### config.mk
export PLATFORM = sky130hd
export DESIGN_NAME = acc_core
export DESIGN_NICKNAME = d
export VERILOG_FILES = /design/src/rtl/acc_pkg.sv /design/src/rtl/acc_decode.sv /design/src/rtl/acc_adder.sv /design/src/rtl/acc_core.sv
export SDC_FILE = /design/constraint.sdc
export NUM_CORES = 1
export LEC_CHECK = 0
export BUFFER_PORTS_ARGS = -buffer_cell sky130_fd_sc_hd__clkbuf_2
export CAP_MARGIN = 10
export CELL_PAD_IN_SITES_DETAIL_PLACEMENT = 2
export CELL_PAD_IN_SITES_GLOBAL_PLACEMENT = 2
export CORE_MARGIN = 3
export CORE_UTILIZATION = 38
export CTS_BUF_LIST = sky130_fd_sc_hd__clkbuf_4 sky130_fd_sc_hd__clkbuf_8
export DETAILED_ROUTE_END_ITERATION = 8
export PLACE_DENSITY = 0.83
export SKIP_CTS_REPAIR_TIMING = 1
export SLEW_MARGIN = 15
export SYNTH_ARGS = -nofsm -noshare
export SYNTH_HDL_FRONTEND = slang
export SYNTH_SLANG_ARGS = --single-unit
### constraint.sdc
create_clock -name clk -period 3.3 [get_ports clk]
set_clock_uncertainty 0.2 [all_clocks]
set_input_delay 0 -clock clk [delete_from_list [all_inputs] [get_ports clk]]
set_output_delay 0 -clock clk [all_outputs]
set_load 0.02 [all_outputs]
### src/rtl/acc_pkg.sv
package acc_pkg;
    localparam int WORD_W = 16;
    localparam int OP_W   = 4;
    localparam int ADDR_W = WORD_W - OP_W;

    localparam logic [OP_W-1:0] OPC_LOAD  = 4'd1;
    localparam logic [OP_W-1:0] OPC_STORE = 4'd2;
    localparam logic [OP_W-1:0] OPC_ADD   = 4'd5;

    typedef enum logic [2:0] {
        ST_FADDR  = 3'd0,
        ST_FREAD  = 3'd1,
        ST_FCAPT  = 3'd2,
        ST_DECODE = 3'd3,
        ST_EMEM   = 3'd4,
        ST_ECAPT  = 3'd5,
        ST_EDO    = 3'd6,
        ST_HALT   = 3'd7
    } state_e;

    typedef struct packed {
        state_e              st;
        logic [ADDR_W-1:0]   pc;
        logic [ADDR_W-1:0]   mar;
        logic [WORD_W-1:0]   ir;
        logic [WORD_W-1:0]   acc;
        logic [WORD_W-1:0]   mbr;
    } core_regs_t;

    localparam core_regs_t CORE_RESET = '{
        st:  ST_FADDR,
        pc:  '0,
        mar: '0,
        ir:  '0,
        acc: '0,
        mbr: '0
    };
endpackage

### src/rtl/acc_decode.sv
module acc_decode #(
    parameter int OP_W = 4,
    parameter logic [OP_W-1:0] LOAD_CODE  = 1,
    parameter logic [OP_W-1:0] STORE_CODE = 2,
    parameter logic [OP_W-1:0] ADD_CODE   = 5
) (
    input  logic [OP_W-1:0] opcode,
    output logic            is_load,
    output logic            is_store,
    output logic            is_add,
    output logic            is_bad
);
    always_comb begin
        is_load  = (opcode == LOAD_CODE);
        is_store = (opcode == STORE_CODE);
        is_add   = (opcode == ADD_CODE);
        is_bad   = !(is_load || is_store || is_add);
    end
endmodule

### src/rtl/acc_adder.sv
module acc_adder #(
    parameter int W = 16
) (
    input  logic [W-1:0] a,
    input  logic [W-1:0] b,
    output logic [W-1:0] sum
);
    // carry out of the top bit is dropped: modulo 2^W
    always_comb sum = a + b;
endmodule

### src/rtl/acc_core.sv
module acc_core
    import acc_pkg::*;
(
    input  logic              clk,
    input  logic              rst_n,
    output logic [ADDR_W-1:0] mem_addr,
    output logic [WORD_W-1:0] mem_wdata,
    output logic              mem_rd,
    output logic              mem_wr,
    input  logic [WORD_W-1:0] mem_rdata,
    output logic              halted
);
    core_regs_t r_q, r_d;

    logic [OP_W-1:0]   op_field;
    logic [ADDR_W-1:0] addr_field;
    logic              dec_load, dec_store, dec_add, dec_bad;
    logic [WORD_W-1:0] acc_sum;
    logic [ADDR_W-1:0] pc_next;

    assign op_field   = r_q.ir[WORD_W-1 -: OP_W];
    assign addr_field = r_q.ir[ADDR_W-1:0];

    acc_decode #(
        .OP_W       (OP_W),
        .LOAD_CODE  (OPC_LOAD),
        .STORE_CODE (OPC_STORE),
        .ADD_CODE   (OPC_ADD)
    ) u_dec (
        .opcode   (op_field),
        .is_load  (dec_load),
        .is_store (dec_store),
        .is_add   (dec_add),
        .is_bad   (dec_bad)
    );

    acc_adder #(.W(WORD_W)) u_acc_add (
        .a   (r_q.acc),
        .b   (r_q.mbr),
        .sum (acc_sum)
    );

    acc_adder #(.W(ADDR_W)) u_pc_inc (
        .a   (r_q.pc),
        .b   (ADDR_W'(1)),
        .sum (pc_next)
    );

    always_comb begin
        r_d       = r_q;
        mem_rd    = 1'b0;
        mem_wr    = 1'b0;
        mem_addr  = r_q.mar;
        mem_wdata = r_q.mbr;
        case (r_q.st)
            ST_FADDR: begin
                r_d.mar = r_q.pc;
                r_d.st  = ST_FREAD;
            end
            ST_FREAD: begin
                mem_rd = 1'b1;
                r_d.st = ST_FCAPT;
            end
            ST_FCAPT: begin
                r_d.mbr = mem_rdata;
                r_d.ir  = mem_rdata;
                r_d.pc  = pc_next;
                r_d.st  = ST_DECODE;
            end
            ST_DECODE: begin
                if (dec_bad) begin
                    r_d.st = ST_HALT;
                end else begin
                    r_d.mar = addr_field;
                    if (dec_store) r_d.mbr = r_q.acc;
                    r_d.st = ST_EMEM;
                end
            end
            ST_EMEM: begin
                if (dec_store) begin
                    mem_wr = 1'b1;
                    r_d.st = ST_FADDR;
                end else begin
                    mem_rd = 1'b1;
                    r_d.st = ST_ECAPT;
                end
            end
            ST_ECAPT: begin
                r_d.mbr = mem_rdata;
                r_d.st  = ST_EDO;
            end
            ST_EDO: begin
                if (dec_load)     r_d.acc = r_q.mbr;
                else if (dec_add) r_d.acc = acc_sum;
                r_d.st = ST_FADDR;
            end
            ST_HALT: begin
                r_d.st = ST_HALT;
            end
            default: begin
                r_d.st = ST_HALT;
            end
        endcase
    end

    always_ff @(posedge clk or negedge rst_n) begin
        if (!rst_n) r_q <= CORE_RESET;
        else        r_q <= r_d;
    end

    assign halted = (r_q.st == ST_HALT);
endmodule

* Word-level counts from Yosys, hierarchy flattened *
Cells that the tools add are included.

cells by class
  $add $sub $neg = 2
  equal/unequal tests = 12
  mux-type cells = 14
  reduce and logical (&&, ||, !) cells = 10

operators with widths
  kind                                                              number
  16-bit 2-to-1 mux                                                 4
  16-bit one-hot mux with 2 select lines                            1
  12-bit one-hot mux with 2 select lines                            1
  3-bit one-hot mux with 8 select lines                             1
  16-bit adder                                                      1
  12-bit by 1-bit adder with 12-bit output (second input constant)  1
  3-bit == test (second input constant)                             4
  12-bit 2-to-1 mux                                                 1
  3-bit by 2-bit == test with 1-bit output (second input constant)  2
  2-bit nonzero test                                                3
  4-bit by 1-bit == test with 1-bit output (second input constant)  1
  4-bit by 2-bit == test with 1-bit output (second input constant)  1
  4-bit by 3-bit == test with 1-bit output (second input constant)  1
  2-bit AND reduction                                               2
  3-bit by 1-bit == test with 1-bit output (second input constant)  1
  3-bit zero test                                                   1
  1-bit 2-to-1 mux                                                  3
  3-bit 2-to-1 mux                                                  1
  3-bit AND reduction                                               1
  1-bit logical OR                                                  2
  2-bit 2-to-1 mux                                                  1
  2-bit by 1-bit != test with 1-bit output (second input constant)  1
  2-bit != test (second input constant)                             1
  1-bit one-hot mux with 2 select lines                             1
  2-bit OR reduction                                                1

word-level totals
  register bits = 75
  output and inout bits = 31
  word-level logic and storage cells = 44

* Longest topological paths before layout *
  word-level depth = 5
  depth in mapped cells = 9
  gate-level depth less buffers = 9

* Hierarchy *
Synthesis repeated with hierarchy kept, for this count alone.

second synthesis, totals
  cells, all modules = 457
  area, all modules = 4,907.2 um^2

by module, submodules not included
  module                  instances  cells each  area an instance (um^2)  sequential area each (um^2)
  acc_core                1          295         3,636.0                  1,876.8
  acc_adder at u_acc_add  1          98          724.4                    0.0
  acc_adder at u_pc_inc   1          59          503.0                    0.0
  acc_decode              1          5           43.8                     0.0

* Least setup slack after synthesis *
OpenSTA, ideal clock, no wires.

  path kind = register to register
  start point = reg r_q, in the netlist mem_wdata[0]
  end point = reg r_q[30] (netlist bit)
  arrival time = 2.410 ns
  data required time = 2.969 ns
  path slack = 0.559 ns
  cell stages (with the launch flop) = 10
  path buffers = 0
  clock period less this slack = 2.741 ns
  path through = dfrtp_1 > ha_1 > fa_1 > a21o_1 > a21oi_1 > o21bai_1 > a221o_1 > or3_1 > a31oi_1 > o31ai_1

on the way
  word-level cells in the longest chain between the ends = 3

RTL lines
  item                    RTL line         RTL
  from (decl)             acc_core.sv:13   core_regs_t r_q, r_d;
  from (signal assigned)  acc_core.sv:108  else r_q <= r_d;
  16-bit adder            acc_adder.sv:9   always_comb sum = a + b;
  16-bit 2-to-1 mux       acc_core.sv:94   else if (dec_add) r_d.acc = acc_sum;
  16-bit 2-to-1 mux       acc_core.sv:93   if (dec_load) r_d.acc = r_q.mbr;

Every way passes these cells. The select of a mux whose other input is x is not followed.
A chain may end at the register's enable or synchronous reset.

* Worst setup path in the final report *
Same ends and word-level chain as after synthesis.

==> summary.md <==
| Metric | Value |
|---|---|
| Via count | `3362` |
| Post-route ant nets | `0` |
| Htree depth | `3` |
| Final setup violation count | `0` |
| Fin Setup TNS | `0 ns` |
| Synthesis Warnings | `0` |
| First-pass GRT wire length | `20.4 mm` |
| Crit start category | `register` |
| CTS sink cnt | `75` |
| Max Slew Vio Count | `0` |
| Clock share of power | `15.1%` |
| CTS clock-pin slew for the worst setup and hold paths | `0.09 ns` |
| Crit-path cells | `ha_1 > fa_1 > a21o_1 > a21oi_1 > o21bai_1 > a221o_1 > or3_1 > a31oi_1 > o31ai_1` |
| Total CTS buffers | `9` |
| WP buf/inv | `0` |
| Period utilization | `91.9%` |
| Number of synthesized flops with an enable pin | `0` |
| Leak | `2.23 nW` |
| Setup ws final | `0.269 ns` |
| Worst Reg-to-Reg Cells | `9` |
| Achievable Freq | `0.330 GHz` |
| Reg area | `1880 um2` |
| DP Area | `4390 um2` |
| Slew margin rel. | `33.4%` |
| Nets | `499` |
| RSZ-0062 raised after global routing | `false` |
| IO Port Bufs | `48` |
| Pint | `2.89 mW` |
| Hpwl dp | `8.45 mm` |
| Sequential share of power | `32.9%` |
| Die X-Extent | `111 um` |
| Worst EP arrival | `3.07 ns` |
| CP top delay family | `compound AO/OA/AOI/OAI gates` |
| WS Path Type | `reg2reg` |
| Core Util, Final | `45.4%` |
| DR pass1 iterations | `4` |
| Post-layout minimum cycle time | `3.03 ns` |
| CORE AREA | `10500 um2` |
| Initial core utilization | `39.7%` |
| Met3 wire length | `433 um` |
| Layout fillers | `1123` |
| Routed WL per cell | `20.8 um` |
| Largest net degree at the start of global routing | `76` |
| Post-layout instance area | `4770 um2` |
| Number of global-route vias before repair | `3676` |
| Post-synth top cells | `75 x dfrtp_1, 44 x nand2_1, 30 x a21oi_1, 30 x nor2_1, 29 x o21ai_0` |
| Worst path max stage delay | `0.42 ns` |
| DR DRC count | `0` |
| Routed wire length | `12.6 mm` |
| Final hold slack | `0.141 ns` |
| Power per cell area | `1110 nW/um2` |
| Initial DRC Count | `173` |
| Slew @ Worst Pin | `0.999 ns` |
| Global-route usage over all layers | `20.6%` |
| Top cells by area, synth | `dfrtp_1 45%, mux2i_1 5.5%, buf_4 5.0%, ha_1 4.8%, mux2_2 4.6%` |
| Multi-input logic area | `1990 um2` |
| Synthesis-stage register bit count | `75` |
| CTS max path bufs | `2` |
| Status | `complete, no violations` |
| Die Height | `111 um` |
| RD Place Congestion | `0.806` |
| Number of vias per cell | `5.57` |
| Net Switching | `2.42 mW` |
| Async SR Flop Fraction | `100%` |
| Later-pin clock latency in the skew report | `0.37 ns` |
| Uppermost routed layer | `met4` |
| Max-Cap Viols | `0` |
| Dominant synthesized flop cell | `dfrtp_1` |
| Most frequent cell after synthesis | `dfrtp_1` |
| Cell variety after synth | `45` |
| Number of diodes | `0` |
| Root buf cell | `clkbuf_8` |
| Die Area | `12300 um2` |
| Met2 WL | `6.37 mm` |
| Overflow after GRT | `0` |
| Met1 wire length | `5.64 mm` |
| Area growth, synth to finish | `14.5%` |
| Layout cells sized above 1 | `20.1%` |
| Register area share after synthesis | `45.0%` |
| Sw Ratio | `45.6%` |
| Gate power share | `52.0%` |
| # IOs | `49` |
| Pre-CTS setup slack | `0.309 ns` |
| Biggest area consumer among synthesized cells | `dfrtp_1` |
| Placement Rows | `37` |
| Syn nets | `458` |
| CP required | `3.34 ns` |
| Avg Cell Area, Syn | `9.86 um2` |
| Worst Setup End Kind | `register` |
| Slowest CP cell | `dfrtp_1` |
| Maximum vdd drop | `0.472 mV` |
| Initial antenna violation count | `0` |
| Final Hold Viols | `0` |
| Critical path depth in cells | `9` |
| Cell count after synthesis | `423` |
| Critical path fanouts, max | `4` |
| CTS tree | `built` |
| Post-Synthesis Cell Area | `4170 um2` |
| Hold WC Path Type | `in2async` |
| Synth top area share | `45.0%` |
-- cells by family after synthesis --
kind of cell,synth area share (%)
buffers and inverters,7.44
flip-flops,45.0
AO/OA/AOI/OAI,15.1
XOR/XNOR,4.62
adder cells (fa/ha/maj),5.28
AND/OR/NAND/NOR,12.5
multiplexers,10.1
-- cells in the final DEF, fill, tap and decap left out, types with 6 or more instances in the layout --
cell           count
dlygate4sd3_1     17
or3_1              6
nor3_1             7
xnor2_1           14
mux2i_1           23
inv_1              7
mux2_2            17
buf_4             12
a21oi_1           30
a22oi_1            7
xor2_1             8
dfrtp_1           75
o22ai_1            8
a21o_1             7
clkbuf_2          47
nor2_1            29
nand2_1           44
o21ai_0           29
clkbuf_8           9
ha_1              16
-- power by group through the flow --
stage / registers [mW] / clock network (mW) / logic, mW
finish: 1.75 / 0.804 / 2.76
global route: 1.82 / 0.865 / 3.06
CTS: 1.74 / 0.822 / 2.76
detailed placement: 1.75 / 0 / 2.68
global placement: 1.70 / 0 / 2.53
floorplan: 1.58 / 0 / 2.23
-- path summary, 6_finish.rpt --
check / startpoint / end / slack, ns
setup / recovery: mem_wdata[0] / r_q[30] / 0.27
hold / removal: rst_n / mem_wdata[13] / 0.14
setup reg to reg: mem_wdata[0] / r_q[30] / 0.27
hold reg to reg: r_q[71] / r_q[71] / 0.29
max in group asynchronous: rst_n / r_q[17] / 2.11
min in group clk: mem_rdata[3] / addr_field[3] / 0.22
-- final cells by class --
class,count,area share [%]
Multi-Input combinational cell,295,41.7
Sequential cell,75,39.3
Timing Repair Buffer,76,10.4
Tap cell,136,3.56
Clock buffer,9,2.60
Clock inverter,6,1.86
Inverter,7,0.550
-- flip-flops by register name, summed over array words and instances (netlist names) --
register and flops:
mem_addr 12, mem_wdata 16, r_q 31, addr_field 12, op_field 4
-- routing by layer --
| layer | GRT usage (%) | vias to the layer above |
|---|---|---|
| li1 | - | 1548 |
| met1 | 27.1 | 1743 |
| met2 | 34.7 | 59 |
| met3 | 4.37 | 12 |
| met4 | 5.34 | 0 |
| met5 | 0 | - |
-- metrics by stage --
stage | total power [mW] | cells
global route | 5.75 | 604
global placement | 4.24 | 572
detailed placement | 4.43 | 572
finish | 5.31 | 604
CTS | 5.32 | 587
floorplan | 3.81 | 423
No activity file was read; power rests on OpenSTA's default activity.
